File: src/rtl/sram_bist_pkg.sv
package sram_bist_pkg;

    localparam int DW = 16;

    // Feedback constants for right-shifting Galois registers
    localparam logic [DW-1:0] PAT_TAPS = 16'hB400; // x^16+x^14+x^13+x^11+1
    localparam logic [DW-1:0] SIG_TAPS = 16'hD008; // x^16+x^15+x^13+x^4+1

    typedef enum logic [2:0] {
        ACC_IDLE,
        ACC_W_SETUP,
        ACC_W_STROBE,
        ACC_W_HOLD,
        ACC_R_SETUP,
        ACC_R_SAMPLE
    } acc_state_e;

    function automatic logic [DW-1:0] safe_seed(input logic [DW-1:0] s);
        return (s == '0) ? {{(DW-1){1'b0}}, 1'b1} : s;
    endfunction

endpackage

File: src/rtl/bist_shreg.sv
module bist_shreg #(
    parameter int          W    = 16,
    parameter logic [W-1:0] TAPS = '0
) (
    input  logic         clk,
    input  logic         rst_n,
    input  logic         load,
    input  logic [W-1:0] load_val,
    input  logic         step,
    input  logic [W-1:0] mix,
    output logic [W-1:0] val_q,
    output logic [W-1:0] val_nxt
);

    logic [W-1:0] val_d;

    always_comb begin
        val_nxt = ({1'b0, val_q[W-1:1]} ^ (val_q[0] ? TAPS : '0)) ^ mix;
        val_d   = val_q;
        if (load) begin
            val_d = load_val;
        end else if (step) begin
            val_d = val_nxt;
        end
    end

    always_ff @(posedge clk or negedge rst_n) begin
        if (!rst_n) val_q <= '0;
        else        val_q <= val_d;
    end

endmodule

File: src/rtl/bist_seq.sv
module bist_seq
    import sram_bist_pkg::*;
(
    input  logic       clk,
    input  logic       rst_n,
    input  logic       launch,
    input  logic       rd_mode,
    input  logic       more,
    output logic       word_end,
    output logic       ce_n,
    output logic       we_n,
    output logic       oe_n,
    output logic       dq_oe
);

    acc_state_e st_d, st_q;

    always_comb begin
        st_d = st_q;
        unique case (st_q)
            ACC_IDLE:     if (launch) st_d = rd_mode ? ACC_R_SETUP : ACC_W_SETUP;
            ACC_W_SETUP:  st_d = ACC_W_STROBE;
            ACC_W_STROBE: st_d = ACC_W_HOLD;
            ACC_W_HOLD:   st_d = more ? ACC_W_SETUP : ACC_IDLE;
            ACC_R_SETUP:  st_d = ACC_R_SAMPLE;
            ACC_R_SAMPLE: st_d = more ? ACC_R_SETUP : ACC_IDLE;
            default:      st_d = ACC_IDLE;
        endcase
    end

    always_ff @(posedge clk or negedge rst_n) begin
        if (!rst_n) st_q <= ACC_IDLE;
        else        st_q <= st_d;
    end

    always_comb begin
        word_end = (st_q == ACC_W_HOLD) || (st_q == ACC_R_SAMPLE);
        ce_n     = (st_q == ACC_IDLE);
        we_n     = (st_q != ACC_W_STROBE);
        oe_n     = (st_q != ACC_R_SAMPLE);
        dq_oe    = (st_q == ACC_W_SETUP) || (st_q == ACC_W_STROBE) ||
                   (st_q == ACC_W_HOLD);
    end

endmodule

File: src/rtl/sram_bist.sv
module sram_bist
    import sram_bist_pkg::*;
#(
    parameter int AW = 16,
    parameter int PW = 8
) (
    input  logic          clk,
    input  logic          rst_n,
    input  logic          start,
    input  logic          cfg_mode,
    input  logic [PW-1:0] cfg_passes,
    input  logic [AW-1:0] cfg_last_addr,
    input  logic [DW-1:0] cfg_pat_seed,
    input  logic [DW-1:0] cfg_sig_seed,
    output logic          busy,
    output logic          pass_done,
    output logic [DW-1:0] pass_sig,
    output logic [AW-1:0] sram_addr,
    output logic          sram_ce_n,
    output logic          sram_we_n,
    output logic          sram_oe_n,
    output logic [DW-1:0] sram_dq_out,
    output logic          sram_dq_oe,
    input  logic [DW-1:0] sram_dq_in
);

    typedef struct packed {
        logic          busy;
        logic          rd;
        logic [AW-1:0] addr;
        logic [AW-1:0] last;
        logic [PW-1:0] pass_cnt;
        logic [PW-1:0] pass_max;
        logic          done;
        logic [DW-1:0] sig;
    } ctl_t;

    ctl_t ctl_d, ctl_q;

    logic          launch, more, word_end;
    logic [DW-1:0] pat_q, pat_nxt, sig_q, sig_nxt;

    always_comb begin
        launch = start && !ctl_q.busy;
        more   = !((ctl_q.addr == ctl_q.last) && (ctl_q.pass_cnt == ctl_q.pass_max));

        ctl_d      = ctl_q;
        ctl_d.done = 1'b0;
        if (launch) begin
            ctl_d.busy     = 1'b1;
            ctl_d.rd       = cfg_mode;
            ctl_d.addr     = '0;
            ctl_d.last     = cfg_last_addr;
            ctl_d.pass_cnt = '0;
            ctl_d.pass_max = (cfg_passes == '0) ? '0 : cfg_passes - PW'(1);
        end else if (word_end) begin
            if (ctl_q.addr == ctl_q.last) begin
                ctl_d.addr = '0;
                ctl_d.done = 1'b1;
                ctl_d.sig  = ctl_q.rd ? sig_nxt : pat_nxt;
                if (ctl_q.pass_cnt == ctl_q.pass_max) begin
                    ctl_d.busy = 1'b0;
                end else begin
                    ctl_d.pass_cnt = ctl_q.pass_cnt + PW'(1);
                end
            end else begin
                ctl_d.addr = ctl_q.addr + AW'(1);
            end
        end
    end

    always_ff @(posedge clk or negedge rst_n) begin
        if (!rst_n) ctl_q <= '0;
        else        ctl_q <= ctl_d;
    end

    bist_shreg #(.W(DW), .TAPS(PAT_TAPS)) u_pat (
        .clk      (clk),
        .rst_n    (rst_n),
        .load     (launch),
        .load_val (safe_seed(cfg_pat_seed)),
        .step     (word_end && !ctl_q.rd),
        .mix      ('0),
        .val_q    (pat_q),
        .val_nxt  (pat_nxt)
    );

    bist_shreg #(.W(DW), .TAPS(SIG_TAPS)) u_sig (
        .clk      (clk),
        .rst_n    (rst_n),
        .load     (launch),
        .load_val (cfg_sig_seed),
        .step     (word_end && ctl_q.rd),
        .mix      (sram_dq_in),
        .val_q    (sig_q),
        .val_nxt  (sig_nxt)
    );

    bist_seq u_seq (
        .clk      (clk),
        .rst_n    (rst_n),
        .launch   (launch),
        .rd_mode  (cfg_mode),
        .more     (more),
        .word_end (word_end),
        .ce_n     (sram_ce_n),
        .we_n     (sram_we_n),
        .oe_n     (sram_oe_n),
        .dq_oe    (sram_dq_oe)
    );

    logic unused_sig;
    assign unused_sig = ^sig_q;

    assign busy        = ctl_q.busy;
    assign pass_done   = ctl_q.done;
    assign pass_sig    = ctl_q.sig;
    assign sram_addr   = ctl_q.addr;
    assign sram_dq_out = pat_q;

endmodule

File: config.mk
export PLATFORM = sky130hd
export DESIGN_NAME = sram_bist
export DESIGN_NICKNAME = d
export VERILOG_FILES = /design/src/rtl/sram_bist_pkg.sv /design/src/rtl/bist_shreg.sv /design/src/rtl/bist_seq.sv /design/src/rtl/sram_bist.sv
export SDC_FILE = /design/constraint.sdc
export NUM_CORES = 1
export LEC_CHECK = 0
export BUFFER_PORTS_ARGS = -buffer_cell sky130_fd_sc_hd__buf_2
export CAP_MARGIN = 10
export CORE_MARGIN = 2
export CORE_UTILIZATION = 45
export CTS_BUF_LIST = sky130_fd_sc_hd__clkbuf_4 sky130_fd_sc_hd__clkbuf_8
export CTS_CLUSTER_SIZE = 12
export DETAILED_ROUTE_END_ITERATION = 6
export PLACE_DENSITY = 0.73
export REMOVE_ABC_BUFFERS = 1
export SLEW_MARGIN = 20
export SYNTH_ARGS = -nofsm -noshare
export SYNTH_HDL_FRONTEND = slang
export SYNTH_HIERARCHICAL = 1
export SYNTH_SLANG_ARGS = --single-unit
File: constraint.sdc
create_clock -name clk -period 2.8 [get_ports clk]
set_input_delay 0.14 -clock clk [delete_from_list [all_inputs] [get_ports clk]]
set_output_delay 0.14 -clock clk [all_outputs]
set_load 0.01 [all_outputs]
Word level (Yosys, flattened, before mapping) --
Cells that the tools add are included. W data, S select, Z words.
Cells by class: eq/ne operators 11, reductions and logical operators 20, add/sub/neg operators 3, bitwise logic cells 4, muxes and demuxes 28
Operator list (number):
- $mux W16 | 11
- $mux W17 | 3
- $mux W8 | 5
- $xor A15 B16 Y16 | 2
- $pmux W3 S6 | 1
- $add A16 B1 Y16 const B | 1
- $eq A16 B16 Y1 | 1
- $logic_not A16 Y1 | 1
- $xor A16 B16 Y16 | 1
- $reduce_bool A2 Y1 | 5
- $mux W3 | 3
- $reduce_and A3 Y1 | 3
- $add A8 B1 Y8 const B | 1
- $eq A8 B8 Y1 | 1
- $logic_not A8 Y1 | 1
- $sub A8 B1 Y8 const B | 1
- $eq A3 B2 Y1 const B | 2
- $eq A3 B3 Y1 const B | 2
- $mux W1 | 5
- $logic_and A1 B1 Y1 | 4
- $eq A3 B1 Y1 const B | 1
- $logic_not A3 Y1 | 1
- $logic_or A1 B1 Y1 | 3
- $ne A3 B2 Y1 const B | 1
- other kinds (5) | 6
Storage, ports and cells: output and inout bits 54, input bits 76, bits in registers 102

Longest topological paths before layout --
Gate-level depths: netlist of run 1.
word-level depth 7, gate-level depth with buffers 9, mapped depth without buffers 7

Cells and area by module --
Netlist of run 1, hierarchy kept.
Modules (own cells, without submodules):
- sram_bist | times used 1, area each 3846.2 µm², cells each 401
- bist_shreg | times used 2, area each 930.9 µm², cells each 82
- bist_seq | times used 1, area each 212.7 µm², cells each 23

Worst setup path before layout of run 1 --
OpenSTA, ideal clock, no wires.
path type register -> register, start point register ctl_q (netlist bit busy), end point register u_pat.val_q[0], setup slack 0.587 ns, setup time 0.077 ns, cell stages (with the launch flop) 10, buffers on the path 5, arrival 2.136 ns, path through dfrtp_1 > nand2b_1 > clkbuf_1 > inv_1 > buf_2 > buf_1 > clkbuf_1 > clkbuf_1 > nand2_1 > o21ai_1
Between the ends: longest elaborated chain between the ends 3, elaborated cells on any way between the ends 4, those cells by class mux: 1; reduce/logical: 3
Ends and longest elaborated chain:
- start: declaration | line sram_bist.sv:38 | ctl_t ctl_d, ctl_q;
- start signal: assignment | line sram_bist.sv:74 | else ctl_q <= ctl_d;
- $logic_not A1 Y1 * | line sram_bist.sv:44 | launch = start && !ctl_q.busy;
- $logic_and A1 B1 Y1 * | line sram_bist.sv:44
- $mux W16 or $reduce_bool A2 Y1 (tied branches)
- end signal: assignment | line bist_shreg.sv:29 | else val_q <= val_d;
- end: declaration | line bist_shreg.sv:11 | output logic [W-1:0] val_q,
Mark *: on every way between the ends. The rest lies on a longest branch, timed or not. A chain may end at the register's enable or synchronous reset.

Final worst setup path of run 1 --
start point register ctl_q (netlist bit sram_addr[1]), end point register ctl_q (netlist bit pass_sig[9])
Between the ends: longest elaborated chain between the ends 2
Ends and longest elaborated chain:
- $eq A16 B16 Y1 | line sram_bist.sv:57 | if (ctl_q.addr == ctl_q.last) begin
- $reduce_and A3 Y1 (no source line)
Every way passes these cells.

==> results of run 1 <==
-- report_power, final --
part,switching (uW),total (uW),internal [uW]
combinational,1070,2260,1190
sequential,397,2240,1840
clock,540,1170,626
total,2010,5660,3660
-- worst max-delay path by stage --
| stage | start | endpoint | slack [ns] | cells after the start |
|---|---|---|---|---|
| finish | sram_addr[1]$_DFFE_PN0P_ | pass_sig[9]$_DFFE_PN0P_ | 0.32 | 6 |
| detailed placement | sram_addr[1]$_DFFE_PN0P_ | pass_sig[11]$_DFFE_PN0P_ | 0.33 | 6 |
| floorplan | busy$_DFFE_PN0P_ | pass_sig[0]$_DFFE_PN0P_ | -0.78 | 4 |
| global placement | sram_addr[6]$_DFFE_PN0P_ | pass_sig[9]$_DFFE_PN0P_ | 0.37 | 6 |
| CTS | sram_addr[1]$_DFFE_PN0P_ | pass_sig[11]$_DFFE_PN0P_ | 0.31 | 6 |
| global route | sram_addr[1]$_DFFE_PN0P_ | pass_sig[0]$_DFFE_PN0P_ | 0.06 | 6 |
-- flip-flops by register name (all words and copies together) (netlist names) --
register,cells
u_seq/st_q,3
ctl_q,33
u_sig/val_q,16
u_pat/val_q,16
busy,1
pass_sig,16
sram_addr,16
pass_done,1
-- metrics by stage --
step,setup WS [ns],power (uW),hold slack [ns]
floorplan,-0.777,3730,-0.156
global placement,0.367,4390,0.185
detailed placement,0.327,4490,0.189
CTS,0.307,5710,0.000553
finish,0.319,5660,0.0278
global route,0.0645,6040,0.0165
-- logic make-up after synthesis --
family	Yosys count	synth area share (%)
compound gates	71	7.31
xor+xnor	75	12.7
fa+ha+maj	4	0.845
buf+inv	82	8.37
flops	102	43.1
mux	70	13.3
other cells	1	0.0633
simple gates	183	14.3
-- cell usage after synthesis (2+ instances only) --
library cell	instances
o21ai_1	26
o31ai_1	5
buf_2	6
o211ai_1	4
xnor2_1	17
inv_1	4
buf_8	3
buf_1	3
or3_1	4
ha_1	4
mux2_2	36
a21oi_1	8
buf_4	33
o21ai_0	14
nand2b_1	3
nand3_1	7
o31a_1	2
nor4_2	2
mux2_4	8
xor2_1	52
dfrtp_1	102
nor2_1	27
xor3_2	4
nand2_1	100
and2_1	2
buf_6	3
nor3_1	5
xor3_1	2
o311ai_0	2
nor4_1	10
mux2i_1	26
or4_1	3
clkbuf_1	29
and3_1	2
nand4_1	13
-- final cells by class --
class | instances | area [sq um] | area share [%]
multi-input cells | 419 | 2930 | 40.9
flip-flops and latches | 102 | 2550 | 35.6
repair buffers | 185 | 1200 | 16.7
well taps | 172 | 215 | 3.00
clock buffers | 10 | 138 | 1.92
clock inverters | 6 | 118 | 1.64
inverters | 5 | 18.8 | 0.262
-- timing repair --
action                                  4_1_cts  5_1_grt
endpoints found under the setup margin        0        0
hold buffers                                 42        0
endpoints found under the hold margin        85        0
-- placed cells by master, fill, tap and decap left out, drive strengths merged, types with 3 or more instances in the layout --
| master | synthesis | final |
|---|---|---|
| nor4 | 12 | 12 |
| xor2 | 52 | 52 |
| conb | 1 | 16 |
| or4 | 3 | 3 |
| bufinv | 0 | 3 |
| mux2 | 44 | 44 |
| buf | 48 | 143 |
| xnor2 | 17 | 17 |
| nand3 | 7 | 7 |
| o211ai | 4 | 4 |
| inv | 4 | 5 |
| o21ai | 40 | 40 |
| xor3 | 6 | 6 |
| nand4 | 14 | 14 |
| clkbuf | 29 | 10 |
| nor2 | 27 | 27 |
| dlygate4sd3 | 0 | 42 |
| ha | 4 | 4 |
| or3 | 4 | 4 |
| nand2b | 3 | 3 |
| nor3 | 6 | 6 |
| a21oi | 9 | 9 |
| o31ai | 5 | 5 |
| nand2 | 100 | 100 |
| mux2i | 26 | 26 |
| dfrtp | 102 | 102 |
-- metal layers --
metal / wire [microns] / part of all wire, % / up-vias
met4: 164 / 1.2 / 0
met1: 6060 / 43 / 2194
met5: 0 / 0 / -
li1: - / - / 2208
met3: 1040 / 7.3 / 12
met2: 6920 / 49 / 156
-- worst reg2reg max path: cells and delay by family, from the launching register on --
kind,cells,cell delay [ns]
flops,1,0.46
buf+inv,1,0.32
xor+xnor,1,0.17
mux,1,0.38
simple gates,3,1.05
==> impl_metrics.ini, run 1 <==
[layout]
post-route-cell-area_sq_um = 7170
num-nets-final = 802
finalCoreUtilization_pct = 56.4
stdcell_count = 899
area_growth_pct = 21.1
filler_cell_count = 1108
layout-drive-gt1-share_pct = 29.7
antenna-diode-count = 0

[min_path]
min_from = cfg_mode
hold_end = ctl_q[65]$_DFFE_PN0N_
worstHoldPathType = input port to flop
whs_path_depth = 3

[synth]
synth.top_cells.by_area = dfrtp_1 43%, xor2_1 7.7%, mux2_2 6.8%
post_synth_num_cell_types = 52
yosysTopAreaCell = dfrtp_1
most_used_dff_post_synth = dfrtp_1
netlist.area_leader.share_pct = 43.1
postSynth.asyncResetShare_pct = 100
gate_count_after_technology_mapping = 588
synthesis.area_sq_um = 5920
syn_avg_cell_area_sq_um = 10.1
synth_edf_count = 0
flops_latches_synth = 102
synth.yosys.seq_area_share_pct = 43.1
yosysWarningCount = 6

[drt]
num_vias = 4570
drc_errors = 0
drt_pre_antenna_iters = 4
count_of_antenna_violating_nets_left_after_detailed_routing = 0
route.detailed.vias_per_inst = 5.08
drtIter0Drc = 271
drt-wirelength-per-cell_microns = 15.8
wl_microns = 14200

[place]
placed_area_sq_um = 6500
hpwlAfterDp_microns = 10100
portBuffers = 129
post-place-cells = 841
routability_congestion = 0.908

[worst_setup_path]
worstRegToRegCells = 6
setup.worst_path.end_class = flop
crit_type = flop to flop
worst_setup_path_start_kind = flop
path_delay_family = simple AND/OR/NAND/NOR gates
worst_path_max_delay_cell = dfrtp_1
reg_to_reg_slack_setup_ns = 0.32
worstPathCellList = xor2_1 > nor4_1 > nand4_2 > nor3_4 > buf_4 > mux2_2
worst_reg2reg_startpoint = sram_addr[1]$_DFFE_PN0P_
timing.critical_path.required_ns = 3.07
timing.critical_path.buf_inv = 1
worst_ep_arrival_time_ns = 2.75
r2r-end = pass_sig[9]$_DFFE_PN0P_
timing.critical_path.fanout_max = 18
cpPeakStageDelay_ns = 0.46

[clock_tree]
htreeDepth = 3
tritoncts_clock_tree = yes
postCtsSetupRepairBufs = 0
numClockSinks = 102
clk_transition_reported_paths_ns = 0.10
clockBufferDepth = 2
cts_inserted_buffers = 9
resize_count_post_cts = 0
cts-root-buf = clkbuf_8
clk_latency_ns = 0.39

[timing]
setup-violations-final = 0
worst_pin_slew_ns = 0.599
final_period_minus_worst_setup_slack_ns = 2.48
timing.final.crit_share_pct = 88.6
clock_skew_ns = 0.0174
max_clock_freq_mhz = 403
count_of_final_max_slew_check_failures = 0
relSlewSlack_pct = 60.1
totalNegativeSetupSlack_ns = 0
setup_repair_after_global_routing_missed_its_margin = false
count_of_endpoints_failing_hold_in_the_final_timing_report = 0

[outcome]
run_status = finished clean

[grt]
gr_util_met2_pct = 35.0
largest_net_degree_at_the_start_of_global_routing = 67
antenna_found_initial = 0
grt_use_met3_pct = 5.84
gr-usage-met1_pct = 26.8
grt_remaining_overflow = 0
grt.busiest_layer = met2
first_pass_grt_wire_length_microns = 23600
total_grt_usage_pct = 20.8
first_global_vias = 4735

[power]
cellLeakagePower_uw = 0.00338
ir_worst_vdd_mv = 0.394
power.density_cell_area_nw_per_um2 = 790

[die]
placementRows = 41
floorplan.die.height_microns = 119
die_width_microns = 119
die-area_sq_um = 14100
effective_utilization_at_floorplan_pct = 46.5
pin_count = 130
core_region_area_sq_um = 12700

[job]
maxCapViolCount = 0
(Power assumes the default switching activity.)
==> run 2, diff against run 1 <==
==> constraint.sdc (replaced) <==
create_clock -name clk -period 2.82 [get_ports clk]
set_input_delay 0.141 -clock clk [delete_from_list [all_inputs] [get_ports clk]]
set_output_delay 0.141 -clock clk [all_outputs]
set_load 0.01 [all_outputs]
==> run 2 against run 1 <==
Net effect: utilization decreased by 0.99 points; die area is the same; power is 5.2% lower; final cell count decreased by 0.56%; final area shrank 1.8%; first-iteration DRC count decreased by 17%; clock skew decreased by 0.0047 ns; sequential power is essentially flat; largest cell class unchanged; worst hold slack lost 0.016 ns; global-route usage decreased by 0.48 points; fmax grew 4.4%; non-clock buffer count is 5 lower.
==> impl_metrics.ini, run 2 (synthesis gave the netlist of run 1 again) <==
[outcome]
run_status = finished clean

[worst_setup_path]
crit_type = flop to flop
worst_ep_arrival_time_ns = 2.64
worst_path_max_delay_cell = dfrtp_1
reg_to_reg_slack_setup_ns = 0.44
worst_setup_path_start_kind = flop
path_delay_family = multiplexers
critPathMostFrequentCell = mux2_2
setup.worst_path.end_class = flop
timing.critical_path.buf_inv = 2
worstRegToRegCells = 7
worst_reg2reg_startpoint = u_seq/st_q[2]$_DFFE_PN0P_
r2r-end = u_pat/val_q[10]$_DFFE_PN0P_
timing.critical_path.required_ns = 3.08
crit_path_start = u_seq/st_q[2]$_DFFE_PN0P_
worstPathCellList = xor2_1 > and2_1 > clkinv_1 > nor2_2 > buf_4 > mux2_2 > mux2_2
cpPeakStageDelay_ns = 0.55
timing.critical_path.fanout_max = 10

[clock_tree]
clockBufferDepth = 2
resize_count_post_cts = 0
cts-root-buf = clkbuf_8
cts_inserted_buffers = 9
numClockSinks = 102
clk_transition_reported_paths_ns = 0.10
postCtsSetupRepairBufs = 0
cts-hold-fix-buffers = 35
clk_latency_ns = 0.37
tritoncts_clock_tree = yes
htreeDepth = 3

[place]
post-place-cells = 842
hpwlAfterDp_microns = 10300
routability_congestion = 0.940
portBuffers = 129

[timing]
timing.final.crit_share_pct = 84.2
relSlewSlack_pct = 53.9
final_period_minus_worst_setup_slack_ns = 2.38
setup_repair_after_global_routing_missed_its_margin = false
clock_skew_ns = 0.0127
count_of_final_max_slew_check_failures = 0
count_of_endpoints_failing_hold_in_the_final_timing_report = 0
max_clock_freq_mhz = 421
worst_pin_slew_ns = 0.691
whs_ns = 0.0120
setup-violations-final = 0

[grt]
first_global_vias = 4595
grt_remaining_overflow = 0
total_grt_usage_pct = 20.3
antenna_found_initial = 0
largest_net_degree_at_the_start_of_global_routing = 54
first_pass_grt_wire_length_microns = 22900

[layout]
filler_cell_count = 1154
registers.top_by_ff_count = ctl_q
num-nets-final = 797
most_frequent_cells_in_the_layout = 128 x buf_2, 102 x dfrtp_1, 100 x nand2_1
antenna-diode-count = 0
stdcell_count = 894
largest_register_ff_count = 33
layout-drive-gt1-share_pct = 30.1
area_growth_pct = 19.0
final_common_cell = buf_2

[die]
pin_count = 130
die_width_microns = 119
core_region_area_sq_um = 12700
floorplan.die.height_microns = 119
effective_utilization_at_floorplan_pct = 46.5
die-area_sq_um = 14100
placementRows = 41

[drt]
met3_wirelength_microns = 882
wl_microns = 14000
drt-wirelength-per-cell_microns = 15.7
m1WireLength_microns = 6040
drc_errors = 0
route.met2.wl_microns = 6940
drtIter0Drc = 226
num_vias = 4603
count_of_antenna_violating_nets_left_after_detailed_routing = 0
route.detailed.vias_per_inst = 5.15
drt_pre_antenna_iters = 5
topRoutingLayerUsed = met4

[power]
ir_worst_vdd_mv = 0.342
total_power_uw = 5370
power.density_cell_area_nw_per_um2 = 762
cellLeakagePower_uw = 0.00333

[min_path]
hold_end = u_sig/val_q[13]$_DFFE_PN0P_
min_from = cfg_sig_seed[13]
worstHoldPathType = input port to flop
whs_path_depth = 3

[job]
maxCapViolCount = 0
-- run 2: cell count changes in the layout (fill, tap and decap cells not counted), moves of 2 or more --
cell | previous run | this run
clkbuf_8 | 10 | 12
buf_4 | 13 | 15
dlygate4sd3_1 | 42 | 36
bufinv_16 | 3 | 0
-- run 2: power breakdown --
group	switching, uW	internal (uW)
Clock	513	396
Sequential	390	1830
Combinational	1070	1170
Total	1970	3400
-- run 2: area by class of cell --
cell class | instances | area, sq um | share of cell area, %
multi-input combinational | 419 | 2930 | 41.6
sequential | 102 | 2550 | 36.2
timing repair buffer | 180 | 1130 | 16.1
tap | 172 | 215 | 3.05
clock buffer | 12 | 165 | 2.34
clock inverter | 4 | 28.8 | 0.408
inverter | 5 | 18.8 | 0.266
-- run 2: tightest hold or removal path: cells and delay by family --
family | cells | cell delay (ns)
compound gates | 1 | 0.08
simple gates | 1 | 0.05
buf+inv | 1 | 0.08
-- run 2: how the worst max path moves through the flow --
| stage | to | slack (ns) | cells after the start |
|---|---|---|---|
| 3_5_place_dp | u_pat/val_q[10]$_DFFE_PN0P_ | 0.46 | 7 |
| 2_1_floorplan | pass_sig[0]$_DFFE_PN0P_ | -0.76 | 4 |
| 4_1_cts | u_pat/val_q[10]$_DFFE_PN0P_ | 0.44 | 7 |
| 5_1_grt | u_pat/val_q[10]$_DFFE_PN0P_ | 0.29 | 7 |
| 3_3_place_gp | u_pat/val_q[10]$_DFFE_PN0P_ | 0.56 | 7 |
| 6_report | u_pat/val_q[10]$_DFFE_PN0P_ | 0.44 | 7 |
-- run 2: metal layers --
layer,vias to the layer above,GRT usage (%)
met2,160,34.7
met4,0,4.46
met1,2229,26.1
met5,-,0
li1,2202,-
met3,12,4.78
-- run 2: through the flow --
step	utilization, %	setup slack (ns)	instance area, sq um	setup TNS [ns]
6_report	55.4	0.445	7050	0
5_1_grt	55.4	0.289	7050	0
4_1_cts	55.3	0.443	7040	0
3_5_place_dp	51.0	0.457	6490	0
3_3_place_gp	51.0	0.564	6490	0
2_1_floorplan	-	-0.757	5500	-18.59
